--- src/rtl/ratio_pkg.sv ---
package ratio_pkg;
    localparam int SWALLOW_W = 6;
    localparam int MAIN_W    = 12;
    localparam int REF_W     = 14;
    localparam int FB_W      = SWALLOW_W + MAIN_W;

    typedef struct packed {
        logic [SWALLOW_W-1:0] swallow;
        logic [MAIN_W-1:0]    main;
    } fb_word_t;

    function automatic fb_word_t split_fb(input logic [FB_W-1:0] raw);
        fb_word_t w;
        w.swallow = raw[FB_W-1 -: SWALLOW_W];
        w.main    = raw[MAIN_W-1:0];
        return w;
    endfunction
endpackage

--- src/rtl/rise_det.sv ---
module rise_det (
    input  logic clk,
    input  logic rst,
    input  logic lvl,
    output logic pulse
);
    logic lvl_q;

    always_ff @(posedge clk) begin
        if (rst) lvl_q <= 1'b0;
        else     lvl_q <= lvl;
    end

    assign pulse = lvl & ~lvl_q;

    AST_PULSE_NEEDS_LOW: assert property (@(posedge clk) disable iff (rst)
        pulse |=> !pulse);
endmodule

--- src/rtl/frame_shifter.sv ---
module frame_shifter #(
    parameter int W = 18
) (
    input  logic         clk,
    input  logic         rst,
    input  logic         shift,
    input  logic         din,
    output logic [W-1:0] ratio_sr,
    output logic         sel_bit
);
    always_ff @(posedge clk) begin
        if (rst) begin
            ratio_sr <= '0;
            sel_bit  <= 1'b0;
        end else if (shift) begin
            sel_bit  <= din;
            ratio_sr <= {ratio_sr[W-2:0], sel_bit};
        end
    end

    AST_SEL_TAKES_DIN: assert property (@(posedge clk) disable iff (rst)
        shift |=> sel_bit == $past(din));
    AST_CHAIN_MOVES: assert property (@(posedge clk) disable iff (rst)
        shift |=> ratio_sr[0] == $past(sel_bit));
    AST_IDLE_HOLDS: assert property (@(posedge clk) disable iff (rst)
        !shift |=> $stable(ratio_sr) && $stable(sel_bit));
endmodule

--- src/rtl/ratio_hold.sv ---
module ratio_hold #(
    parameter int W = 14
) (
    input  logic         clk,
    input  logic         rst,
    input  logic         load,
    input  logic [W-1:0] d,
    output logic [W-1:0] q,
    output logic         ready
);
    always_ff @(posedge clk) begin
        if (rst) begin
            q     <= '0;
            ready <= 1'b0;
        end else if (load) begin
            q     <= d;
            ready <= 1'b1;
        end
    end

    AST_LOAD_CAPTURES: assert property (@(posedge clk) disable iff (rst)
        load |=> q == $past(d));
    AST_HOLD_STABLE: assert property (@(posedge clk) disable iff (rst)
        !load |=> $stable(q));
    AST_READY_SETS: assert property (@(posedge clk) disable iff (rst)
        load |=> ready);
    AST_READY_STICKY: assert property (@(posedge clk) disable iff (rst)
        ready |=> ready);
endmodule

--- src/rtl/serial_ratio_loader.sv ---
module serial_ratio_loader
    import ratio_pkg::*;
(
    input  logic                 clk,
    input  logic                 rst,
    input  logic                 ser_clk,
    input  logic                 ser_data,
    input  logic                 ser_le,
    output logic [REF_W-1:0]     ref_ratio,
    output logic [SWALLOW_W-1:0] swallow_cnt,
    output logic [MAIN_W-1:0]    main_cnt,
    output logic                 ref_ready,
    output logic                 fb_ready
);
    logic            shift_p, le_p, sel_bit, ld_ref, ld_fb;
    logic [FB_W-1:0] ratio_sr, fb_raw;
    fb_word_t        fb_word;

    rise_det u_clk_edge (.clk(clk), .rst(rst), .lvl(ser_clk), .pulse(shift_p));
    rise_det u_le_edge  (.clk(clk), .rst(rst), .lvl(ser_le),  .pulse(le_p));

    frame_shifter #(.W(FB_W)) u_shift (
        .clk(clk), .rst(rst), .shift(shift_p), .din(ser_data),
        .ratio_sr(ratio_sr), .sel_bit(sel_bit)
    );

    assign ld_ref = le_p &  sel_bit;
    assign ld_fb  = le_p & ~sel_bit;

    ratio_hold #(.W(REF_W)) u_ref (
        .clk(clk), .rst(rst), .load(ld_ref), .d(ratio_sr[REF_W-1:0]),
        .q(ref_ratio), .ready(ref_ready)
    );

    ratio_hold #(.W(FB_W)) u_fb (
        .clk(clk), .rst(rst), .load(ld_fb), .d(ratio_sr),
        .q(fb_raw), .ready(fb_ready)
    );

    assign fb_word     = split_fb(fb_raw);
    assign swallow_cnt = fb_word.swallow;
    assign main_cnt    = fb_word.main;

    AST_ONE_BANK: assert property (@(posedge clk) disable iff (rst)
        $onehot0({ld_ref, ld_fb}));
    AST_REF_UNTOUCHED: assert property (@(posedge clk) disable iff (rst)
        ld_fb |=> $stable(ref_ratio));
    AST_FB_UNTOUCHED: assert property (@(posedge clk) disable iff (rst)
        ld_ref |=> $stable(swallow_cnt) && $stable(main_cnt));
endmodule

--- config.mk ---
export PLATFORM = sky130hd
export DESIGN_NAME = serial_ratio_loader
export DESIGN_NICKNAME = d
export VERILOG_FILES = /design/src/rtl/ratio_pkg.sv /design/src/rtl/rise_det.sv /design/src/rtl/frame_shifter.sv /design/src/rtl/ratio_hold.sv /design/src/rtl/serial_ratio_loader.sv
export SDC_FILE = /design/constraint.sdc
export NUM_CORES = 1
export LEC_CHECK = 0
export CORE_ASPECT_RATIO = 0.7
export CORE_UTILIZATION = 50
export CTS_BUF_LIST = sky130_fd_sc_hd__clkbuf_8
export DETAILED_ROUTE_END_ITERATION = 12
export PLACE_DENSITY = 0.77
export SKIP_LAST_GASP = 1
export SLEW_MARGIN = 40
export SYNTH_ARGS = -nofsm -noshare
export SYNTH_HDL_FRONTEND = slang
export SYNTH_HIERARCHICAL = 1
export SYNTH_SLANG_ARGS = --single-unit
export TNS_END_PERCENT = 30
--- constraint.sdc ---
create_clock -name clk -period 1.6 [get_ports clk]
set_input_delay 0.32 -clock clk [delete_from_list [all_inputs] [get_ports clk]]
set_output_delay 0.32 -clock clk [all_outputs]
set_load 0.02 [all_outputs]
==> results of run 1 <==
synth_stat cells:
cell type | n | area, um2
clkbuf_2 | 1 | 5.00
and2b_2 | 1 | 8.76
nor2_1 | 55 | 206
and2_2 | 1 | 7.51
buf_12 | 3 | 60.1
buf_2 | 4 | 20.0
dfxtp_1 | 55 | 1100
mux2i_1 | 51 | 510
buf_6 | 3 | 33.8
nor2b_4 | 4 | 55.1
per-stage QoR:
stage / area (um2) / util [%]
after global routing: 2560 / 69.6
final: 2560 / 69.6
after floorplan: 2010 / -
after detailed placement: 2450 / 66.7
after CTS: 2530 / 69.0
after global placement: 2450 / 66.7
layout by cell type, fill, tap and decap left out, drive strengths merged:
cell,count
dfxtp,55
nor2,55
mux2i,51
clkdlybuf4s50,27
dlymetal6s2s,9
buf,7
clkbuf,6
nor2b,4
and2,1
and2b,1
clkinv,1
dlygate4sd2,1
cell families after synthesis:
logic type	count (synthesis)
simple gates	61
mux	51
buf+inv	11
flops	55
metal layers:
layer  up-vias  routed length, um  track usage, %
li1        662                  -               -
met5         -                  0               0
met4         0                 43            7.55
met1       602               1770            24.4
met3         5                132            5.08
met2        23               1670            28.5
cell type report:
cell class | instances | area, um2 | area share (%)
Multi-Input combinational cell | 112 | 788 | 30.8
Clock inverter | 1 | 5.00 | 0.196
Timing Repair Buffer | 44 | 517 | 20.2
Sequential cell | 55 | 1100 | 43.1
Tap cell | 50 | 62.6 | 2.45
Clock buffer | 6 | 82.6 | 3.23
power groups by stage:
stage                     logic, mW  registers (mW)  clock network (mW)
after floorplan               0.119            1.42                   0
after global placement        0.165            1.41                   0
after detailed placement      0.169            1.42                   0
after CTS                     0.168            1.38               0.776
after global routing          0.177            1.39               0.845
final                         0.167            1.38               0.762
flip-flops by register name, indices dropped and copies added (netlist names):
register / count
u_shift/sel_bit: 1
u_le_edge/lvl_q: 1
u_clk_edge/lvl_q: 1
u_shift/ratio_sr: 18
u_ref/ready: 1
u_fb/q: 18
u_ref/q: 14
u_fb/ready: 1
how the worst max path moves through the flow:
stage                            from            end  slack, ns  cells after the start
after global routing      u_ref/q[11]  ref_ratio[11]      -0.03                      1
after detailed placement       ser_le      u_fb/q[9]      -0.11                      6
final                       u_fb/q[7]    main_cnt[7]      0.003                      1
after CTS                  u_ref/q[3]   ref_ratio[3]     -0.003                      1
after floorplan                ser_le     u_fb/q[10]       0.41                      6
after global placement         ser_le     u_fb/q[12]      -0.05                      6
repair_timing:
| item | 4_1_cts | 5_1_grt |
|---|---|---|
| resized for setup | 1 | 9 |
| cloned | 0 | 0 |
| pin swaps | 0 | 0 |
| setup buffers | 0 | 0 |
| hold buffers | 0 | 0 |
| endpoints found under the setup margin | 3 | 30 |
==> impl_results.html, run 1 <==
<table>
<tr><th>Metric</th><th>Value</th></tr>
<tr><th colspan="2">Placed design</th></tr>
<tr><td>Dpl hpwl</td><td>approximately 2400 um</td></tr>
<tr><td>Setup WS pre-CTS</td><td>-0.111 ns</td></tr>
<tr><td>Number of buffers inserted by port buffering</td><td>38</td></tr>
<tr><td>Final weighted congestion in routability-driven placement</td><td>0.709</td></tr>
<tr><td>Placed Cells</td><td>261</td></tr>
<tr><th colspan="2">Clock network</th></tr>
<tr><td>Clock Tree Buf Depth</td><td>2</td></tr>
<tr><td>CTS root buffer</td><td>clkbuf_8</td></tr>
<tr><td>Max H-tree Level</td><td>2</td></tr>
<tr><td>Worst skew pair latency</td><td>0.31 ns</td></tr>
<tr><td>Total clock buffers created by CTS</td><td>5</td></tr>
<tr><td>CTS tree</td><td>yes</td></tr>
<tr><td>Total number of clock tree sinks</td><td>55</td></tr>
<tr><td>Clock Pin Slew Worst Setup and Hold Paths</td><td>0.10 ns</td></tr>
<tr><th colspan="2">Setup path</th></tr>
<tr><td>Kind of start point of the critical path</td><td>flop</td></tr>
<tr><td>Setup slack of the most critical reg-to-reg path</td><td>0.41 ns</td></tr>
<tr><td>CP peak stage delay</td><td>about 0.6 ns</td></tr>
<tr><td>Worst setup EP type</td><td>output pin</td></tr>
<tr><td>Data arrival time of the worst path</td><td>1.28 ns</td></tr>
<tr><td>Crit Path Max Fanout</td><td>2</td></tr>
<tr><td>Slowest cell on the critical path</td><td>clkdlybuf4s50_1</td></tr>
<tr><td>Buf/Inv on CP</td><td>1</td></tr>
<tr><td>Register-to-Register Path Depth</td><td>5</td></tr>
<tr><td>Req. time, crit path</td><td>1.28 ns</td></tr>
<tr><td>Cell chain of the critical path</td><td>clkdlybuf4s50_1</td></tr>
<tr><td>Reg-to-reg critical path endpoint</td><td>u_fb/q[9]</td></tr>
<tr><td>Family with the most delay on the worst path</td><td>buffers and inverters</td></tr>
<tr><td>Startpoint of the worst register-to-register path</td><td>u_le_edge/lvl_q</td></tr>
<tr><td>Crit path kind</td><td>flop to output pin</td></tr>
<tr><th colspan="2">Logic synthesis</th></tr>
<tr><td>Library cells used by synthesis</td><td>10</td></tr>
<tr><td>Synth Instances</td><td>178</td></tr>
<tr><td>Share of cell area taken by muxes after synthesis</td><td>between 20% and 30%</td></tr>
<tr><td>Netlist Area Pre-Place</td><td>0.00201 mm2</td></tr>
<tr><td>Compound-gate portion of the synthesized area</td><td>0%</td></tr>
<tr><td>Mapped Nets</td><td>around 180</td></tr>
<tr><td>Simple-gate share of the synthesized area</td><td>13.8%</td></tr>
<tr><td>Main combinational cell family by area after synthesis</td><td>multiplexers</td></tr>
<tr><td>Average size of a mapped cell</td><td>~11 um2</td></tr>
<tr><td>Share of the synthesized netlist area taken by xor and xnor gates</td><td>0%</td></tr>
<tr><td>Count of synthesis-stage warnings from yosys</td><td>6</td></tr>
<tr><td>Sequential fraction of the synthesis area</td><td>between 50% and 60%</td></tr>
<tr><td>Post-synthesis adder-cell area fraction</td><td>0%</td></tr>
<tr><td>Register bit count reported by yosys</td><td>55</td></tr>
<tr><th colspan="2">Die</th></tr>
<tr><td>Core box area</td><td>0.00367 mm2</td></tr>
<tr><td>Total I/O pin count</td><td>39</td></tr>
<tr><td>Floorplan die width</td><td>77.7 um</td></tr>
<tr><td>Placement row count</td><td>18</td></tr>
<tr><td>Vertical die dimension</td><td>between 50 and 60 um</td></tr>
<tr><td>Initial standard-cell utilization of the core</td><td>54.7%</td></tr>
<tr><td>Total Die Area</td><td>0.00428 mm2</td></tr>
<tr><th colspan="2">Worst hold path</th></tr>
<tr><td>Path class of the lowest-slack min-delay path</td><td>input port to flop</td></tr>
<tr><td>Hold EP</td><td>u_clk_edge/lvl_q</td></tr>
<tr><td>Cell depth of the worst min-delay path</td><td>3</td></tr>
<tr><td>Launch point of the worst hold path</td><td>rst</td></tr>
<tr><th colspan="2">Timing</th></tr>
<tr><td>Final-report hold violation count</td><td>0</td></tr>
<tr><td># setup viols final</td><td>0</td></tr>
<tr><td>Setup repair after global routing missed its margin</td><td>true</td></tr>
<tr><td>Fin worst setup slack</td><td>0.00334 ns</td></tr>
<tr><td>Final critical-path share of the clock period</td><td>99.8%</td></tr>
<tr><td>Layout Skew</td><td>about 0.011 ns</td></tr>
<tr><td>Final sum of negative setup slack</td><td>0 ns</td></tr>
<tr><td>Final Hold Slack</td><td>approximately 0.45 ns</td></tr>
<tr><td>Fmax</td><td>626 MHz</td></tr>
<tr><td>Max_slew headroom</td><td>between 80% and 90%</td></tr>
<tr><td>Final number of max-transition violations</td><td>0</td></tr>
<tr><td>Final min period</td><td>1.60 ns</td></tr>
<tr><td>Worst Tran Pin Value</td><td>0.243 ns</td></tr>
<tr><th colspan="2">Global routing</th></tr>
<tr><td>Grt total ovfl</td><td>0</td></tr>
<tr><td>Global-route wire length before repair</td><td>around 5800 um</td></tr>
<tr><td>Largest net degree at the start of global routing</td><td>56</td></tr>
<tr><td>GR Util All Layers</td><td>18.3%</td></tr>
<tr><td>Vias in the first global route</td><td>roughly 1200</td></tr>
<tr><td>Initial antenna violation count</td><td>0</td></tr>
<tr><th colspan="2">Power</th></tr>
<tr><td>Share of total power in the clock network</td><td>32.9%</td></tr>
<tr><td>Overall Power</td><td>2.31 mW</td></tr>
<tr><td>Max rail drop VDD</td><td>0.000549 V</td></tr>
<tr><td>Comb power frac</td><td>under 10%</td></tr>
<tr><td>Internal</td><td>1.81 mW</td></tr>
<tr><td>Net switching share of the total power</td><td>21.9%</td></tr>
<tr><td>Reported leakage power</td><td>~1.2 nW</td></tr>
<tr><td>Sequential power share</td><td>between 50% and 60%</td></tr>
<tr><td>Psw</td><td>506 uW</td></tr>
<tr><td>Power density of the placed cells</td><td>approximately 900 mW/mm2</td></tr>
<tr><th colspan="2">Drt</th></tr>
<tr><td>Total via count in the routed design</td><td>between 1000 and 1500</td></tr>
<tr><td>DR iter-0 viols</td><td>between 60 and 70</td></tr>
<tr><td>Length of the first detailed-routing pass in iterations</td><td>4</td></tr>
<tr><td>Final antenna-violating net count</td><td>0</td></tr>
<tr><td>DRC violations left</td><td>0</td></tr>
<tr><td>Routed wire length per instance</td><td>approximately 13 um</td></tr>
<tr><td>Routed Wire Length</td><td>3620 um</td></tr>
<tr><td>Routed via count divided by cell count</td><td>just under 5</td></tr>
<tr><th colspan="2">Layout</th></tr>
<tr><td>Total Nets Final</td><td>around 220</td></tr>
<tr><td>Share of layout cells above drive strength 1</td><td>9.17%</td></tr>
<tr><td>Area growth from synthesis to layout</td><td>27.3%</td></tr>
<tr><td>Number of inserted diodes</td><td>0</td></tr>
<tr><td>Finished Layout Cells</td><td>between 200 and 300</td></tr>
<tr><td># fillers</td><td>roughly 290</td></tr>
<tr><th colspan="2">Run</th></tr>
<tr><td>Reported max-cap violation count</td><td>0</td></tr>
<tr><th colspan="2">Status</th></tr>
<tr><td>Outcome</td><td>finished clean</td></tr>
</table>
(Power assumes the default switching activity.)
==> run 2, diff against run 1 <==
Settings changed: CORE_ASPECT_RATIO 0.7 to 1.4, CTS_CLUSTER_SIZE set to 10.
==> run 2 against run 1 <==
The flow now finishes with violations (negative setup slack). Final cell count shrank 2.2%. Non-clock buffer count grew 1. Power grew 13%. Sequential power is essentially flat. Wire length grew 1.7%. Sequential share of layout area shrank 0.48 points. Via count grew 1.8%. First-iteration DRC count shrank 56%. Count of clock-buffer cells in the layout shrank 1. Sequential cell count is the same. Fmax shrank 0.55%. Largest cell class unchanged.
==> impl_results.html, run 2 (synthesized netlist as in run 1, its figures left out) <==
<table>
<tr><th>Metric</th><th>Value</th></tr>
<tr><th colspan="2">Timing</th></tr>
<tr><td>Final-report hold violation count</td><td>0 (unchanged)</td></tr>
<tr><td>Worst Tran Pin Value</td><td>0.304 ns (+0.0606 ns)</td></tr>
<tr><td>Final number of max-transition violations</td><td>0 (unchanged)</td></tr>
<tr><td>Setup repair after global routing missed its margin</td><td>true</td></tr>
<tr><td>Layout Skew</td><td>0.0109 ns (-0.000520 ns)</td></tr>
<tr><td>Fin worst setup slack</td><td>-0.00541 ns (-0.00875 ns)</td></tr>
<tr><td>Final sum of negative setup slack</td><td>-0.00541 ns (-0.00541 ns)</td></tr>
<tr><td># setup viols final</td><td>1 (+1)</td></tr>
<tr><td>Final min period</td><td>1.61 ns (+0.00875 ns)</td></tr>
<tr><td>Fmax</td><td>623 MHz (-0.55%)</td></tr>
<tr><td>Final Hold Slack</td><td>0.471 ns (+0.0225 ns)</td></tr>
<tr><td>Final critical-path share of the clock period</td><td>100% (+0.55 points)</td></tr>
<tr><td>Max_slew headroom</td><td>79.7% (-4.0 points)</td></tr>
<tr><th colspan="2">Worst hold path</th></tr>
<tr><td>Path class of the lowest-slack min-delay path</td><td>flop to flop</td></tr>
<tr><td>Hold EP</td><td>u_fb/ready</td></tr>
<tr><td>Launch point of the worst hold path</td><td>u_fb/ready</td></tr>
<tr><td>Cell depth of the worst min-delay path</td><td>2 (-1)</td></tr>
<tr><th colspan="2">Clock network</th></tr>
<tr><td>Max H-tree Level</td><td>2 (unchanged)</td></tr>
<tr><td>Total clock buffers created by CTS</td><td>5 (unchanged)</td></tr>
<tr><td>Count of buffers added by post-CTS timing repair for setup</td><td>0 (unchanged)</td></tr>
<tr><td>Total number of clock tree sinks</td><td>55 (unchanged)</td></tr>
<tr><td>CTS tree</td><td>yes</td></tr>
<tr><td>Clock Tree Buf Depth</td><td>2 (unchanged)</td></tr>
<tr><td>Worst skew pair latency</td><td>0.31 ns (about the same)</td></tr>
<tr><td>Clock Pin Slew Worst Setup and Hold Paths</td><td>0.09 ns (about the same)</td></tr>
<tr><td>CTS root buffer</td><td>clkbuf_8</td></tr>
<tr><td>Quantity of hold-fixing buffers added after cts</td><td>0 (unchanged)</td></tr>
<tr><th colspan="2">Placed design</th></tr>
<tr><td>Number of buffers inserted by port buffering</td><td>38 (unchanged)</td></tr>
<tr><td>Final weighted congestion in routability-driven placement</td><td>0.736 (+3.7%)</td></tr>
<tr><td>Placed Cells</td><td>254 (-2.7%)</td></tr>
<tr><td>Area after detailed placement</td><td>0.00243 mm2 (-0.61%)</td></tr>
<tr><td>Setup WS pre-CTS</td><td>-0.116 ns (-0.00483 ns)</td></tr>
<tr><td>Dpl hpwl</td><td>2500 um (+3.4%)</td></tr>
<tr><th colspan="2">Setup path</th></tr>
<tr><td>Req. time, crit path</td><td>1.28 ns (about the same)</td></tr>
<tr><td>Slowest cell on the critical path</td><td>clkdlybuf4s50_1</td></tr>
<tr><td>Startpoint of the worst register-to-register path</td><td>u_le_edge/lvl_q</td></tr>
<tr><td>Crit path kind</td><td>flop to output pin</td></tr>
<tr><td>Kind of start point of the critical path</td><td>flop</td></tr>
<tr><td>Family with the most delay on the worst path</td><td>buffers and inverters</td></tr>
<tr><td>Worst setup EP type</td><td>output pin</td></tr>
<tr><td>Setup slack of the most critical reg-to-reg path</td><td>0.41 ns (about the same)</td></tr>
<tr><td>CP peak stage delay</td><td>0.62 ns (about the same)</td></tr>
<tr><td>Data arrival time of the worst path</td><td>1.29 ns (about the same)</td></tr>
<tr><td>Buf/Inv on CP</td><td>1 (unchanged)</td></tr>
<tr><td>Cell chain of the critical path</td><td>clkdlybuf4s50_1</td></tr>
<tr><td>Register-to-Register Path Depth</td><td>5 (unchanged)</td></tr>
<tr><td>Reg-to-reg critical path endpoint</td><td>u_ref/q[2]</td></tr>
<tr><td>Crit Path Max Fanout</td><td>2 (unchanged)</td></tr>
<tr><th colspan="2">Power</th></tr>
<tr><td>Share of total power in the clock network</td><td>40.6% (+7.7 points)</td></tr>
<tr><td>Reported leakage power</td><td>1.17 nW (+0.66%)</td></tr>
<tr><td>Power density of the placed cells</td><td>1010 mW/mm2 (+11%)</td></tr>
<tr><td>Net switching share of the total power</td><td>19.9% (-2.0 points)</td></tr>
<tr><td>Comb power frac</td><td>6.2% (-1.0 points)</td></tr>
<tr><td>Psw</td><td>518 uW (+2.2%)</td></tr>
<tr><td>Sequential power share</td><td>53.2% (-6.6 points)</td></tr>
<tr><td>Max rail drop VDD</td><td>0.000819 V (+49%)</td></tr>
<tr><td>Internal</td><td>2.08 mW (+15%)</td></tr>
<tr><td>Overall Power</td><td>2.60 mW (+13%)</td></tr>
<tr><th colspan="2">Global routing</th></tr>
<tr><td>GR Util All Layers</td><td>18.6% (+0.36 points)</td></tr>
<tr><td>Initial antenna violation count</td><td>0 (unchanged)</td></tr>
<tr><td>Global-route wire length before repair</td><td>6260 um (+8.2%)</td></tr>
<tr><td>Largest net degree at the start of global routing</td><td>29 (-48%)</td></tr>
<tr><td>Grt total ovfl</td><td>0 (unchanged)</td></tr>
<tr><td>Vias in the first global route</td><td>1361 (+14%)</td></tr>
<tr><th colspan="2">Die</th></tr>
<tr><td>Placement row count</td><td>26 (+8)</td></tr>
<tr><td>Initial standard-cell utilization of the core</td><td>53.7% (-1.0 points)</td></tr>
<tr><td>Core box area</td><td>0.00374 mm2 (+1.9%)</td></tr>
<tr><td>Total Die Area</td><td>0.00428 mm2 (about the same)</td></tr>
<tr><td>Total I/O pin count</td><td>39 (unchanged)</td></tr>
<tr><td>Floorplan die width</td><td>55.6 um (-29%)</td></tr>
<tr><td>Vertical die dimension</td><td>77.0 um (+40%)</td></tr>
<tr><th colspan="2">Drt</th></tr>
<tr><td>Routed wire length per instance</td><td>14.0 um (+4.0%)</td></tr>
<tr><td>Routed via count divided by cell count</td><td>5.02 (+4.1%)</td></tr>
<tr><td>Routed Wire Length</td><td>3680 um (+1.7%)</td></tr>
<tr><td>DR iter-0 viols</td><td>27 (-56%)</td></tr>
<tr><td>DRC violations left</td><td>0 (unchanged)</td></tr>
<tr><td>Final antenna-violating net count</td><td>0 (unchanged)</td></tr>
<tr><td>Total via count in the routed design</td><td>1315 (+1.8%)</td></tr>
<tr><td>Length of the first detailed-routing pass in iterations</td><td>4 (unchanged)</td></tr>
<tr><th colspan="2">Layout</th></tr>
<tr><td>Share of layout cells above drive strength 1</td><td>10.0% (+0.83 points)</td></tr>
<tr><td>Top Registers</td><td>u_fb/q: 18 flops, u_shift/ratio_sr: 18 flops, u_ref/q: 14 flops</td></tr>
<tr><td># fillers</td><td>283 (-1.7%)</td></tr>
<tr><td>Post-layout util</td><td>69.1% (-0.53 points)</td></tr>
<tr><td>Area growth from synthesis to layout</td><td>28.7%</td></tr>
<tr><td>Finished Layout Cells</td><td>262 (-2.2%)</td></tr>
<tr><td>Number of inserted diodes</td><td>0 (unchanged)</td></tr>
<tr><td>Post-route cell area</td><td>0.00258 mm2 (+1.1%)</td></tr>
<tr><td>Most frequent cells in the layout</td><td>dfxtp_1 (55), nor2_1 (55), mux2i_1 (51)</td></tr>
<tr><td>Total Nets Final</td><td>224 (+0.45%)</td></tr>
<tr><th colspan="2">Status</th></tr>
<tr><td>Outcome</td><td>finished, violations left</td></tr>
<tr><td>Violations in the final reports</td><td>negative setup slack</td></tr>
<tr><th colspan="2">Run</th></tr>
<tr><td>Reported max-cap violation count</td><td>0 (unchanged)</td></tr>
</table>
==> run 2: cell types whose count changed in the layout (fill, tap and decap cells not counted) <==
cell / delta
clkdlybuf4s50_1: -1
dlymetal6s2s_1: -1
buf_4: +2
clkbuf_8: -1
bufinv_16: +2
dlygate4sd2_1: +2
clkinvlp_4: +1
clkinv_2: -1
buf_12: -1
==> run 2: layer usage <==
| layer | routed length, um | global-route usage (%) | vias to the layer above |
|---|---|---|---|
| met3 | 127 | 5.23 | 5 |
| met5 | 0 | 0 | - |
| met2 | 1940 | 33.9 | 31 |
| met1 | 1570 | 20.6 | 619 |
| li1 | - | - | 660 |
| met4 | 40 | 6.00 | 0 |
==> run 2: worst register-to-register path, cell delays in order (launching register included) <==
cell	delay, ns
dfxtp_1	0.33
nor2b_4	0.10
and2_2	0.22
buf_12	0.15
mux2i_1	0.21
nor2_1	0.06
==> run 2: area by class of cell <==
type / count / area [um2] / share of cell area [%]
Tap cell: 42 / 52.6 / 2.03
Timing Repair Buffer: 45 / 507 / 19.6
Sequential cell: 55 / 1100 / 42.6
Clock buffer: 5 / 68.8 / 2.66
Multi-Input combinational cell: 112 / 788 / 30.5
Clock inverter: 3 / 67.6 / 2.61
==> run 2: power by group through the flow <==
stage / Clock, mW / Combinational, mW / Sequential (mW)
final: 1.06 / 0.162 / 1.38
after global routing: 1.13 / 0.172 / 1.38
after global placement: 0 / 0.161 / 1.41
after floorplan: 0 / 0.119 / 1.42
after detailed placement: 0 / 0.162 / 1.42
after CTS: 1.09 / 0.163 / 1.38
==> run 2: repair_timing <==
item	4_1_cts	5_1_grt
gates resized for setup	3	8
cloned	0	0
setup endpoints to repair	10	27
==> run 2: worst max-delay path by stage <==
stage / startpoint / slack, ns / depth (start not counted) / to
after global placement: ser_le / -0.04 / 6 / u_fb/q[15]
after CTS: u_fb/q[4] / -0.01 / 1 / main_cnt[4]
after global routing: u_ref/q[0] / -0.03 / 1 / ref_ratio[0]
final: u_ref/q[0] / -0.005 / 1 / ref_ratio[0]
after detailed placement: ser_le / -0.12 / 6 / u_ref/q[2]
after floorplan: ser_le / 0.41 / 6 / u_fb/q[10]
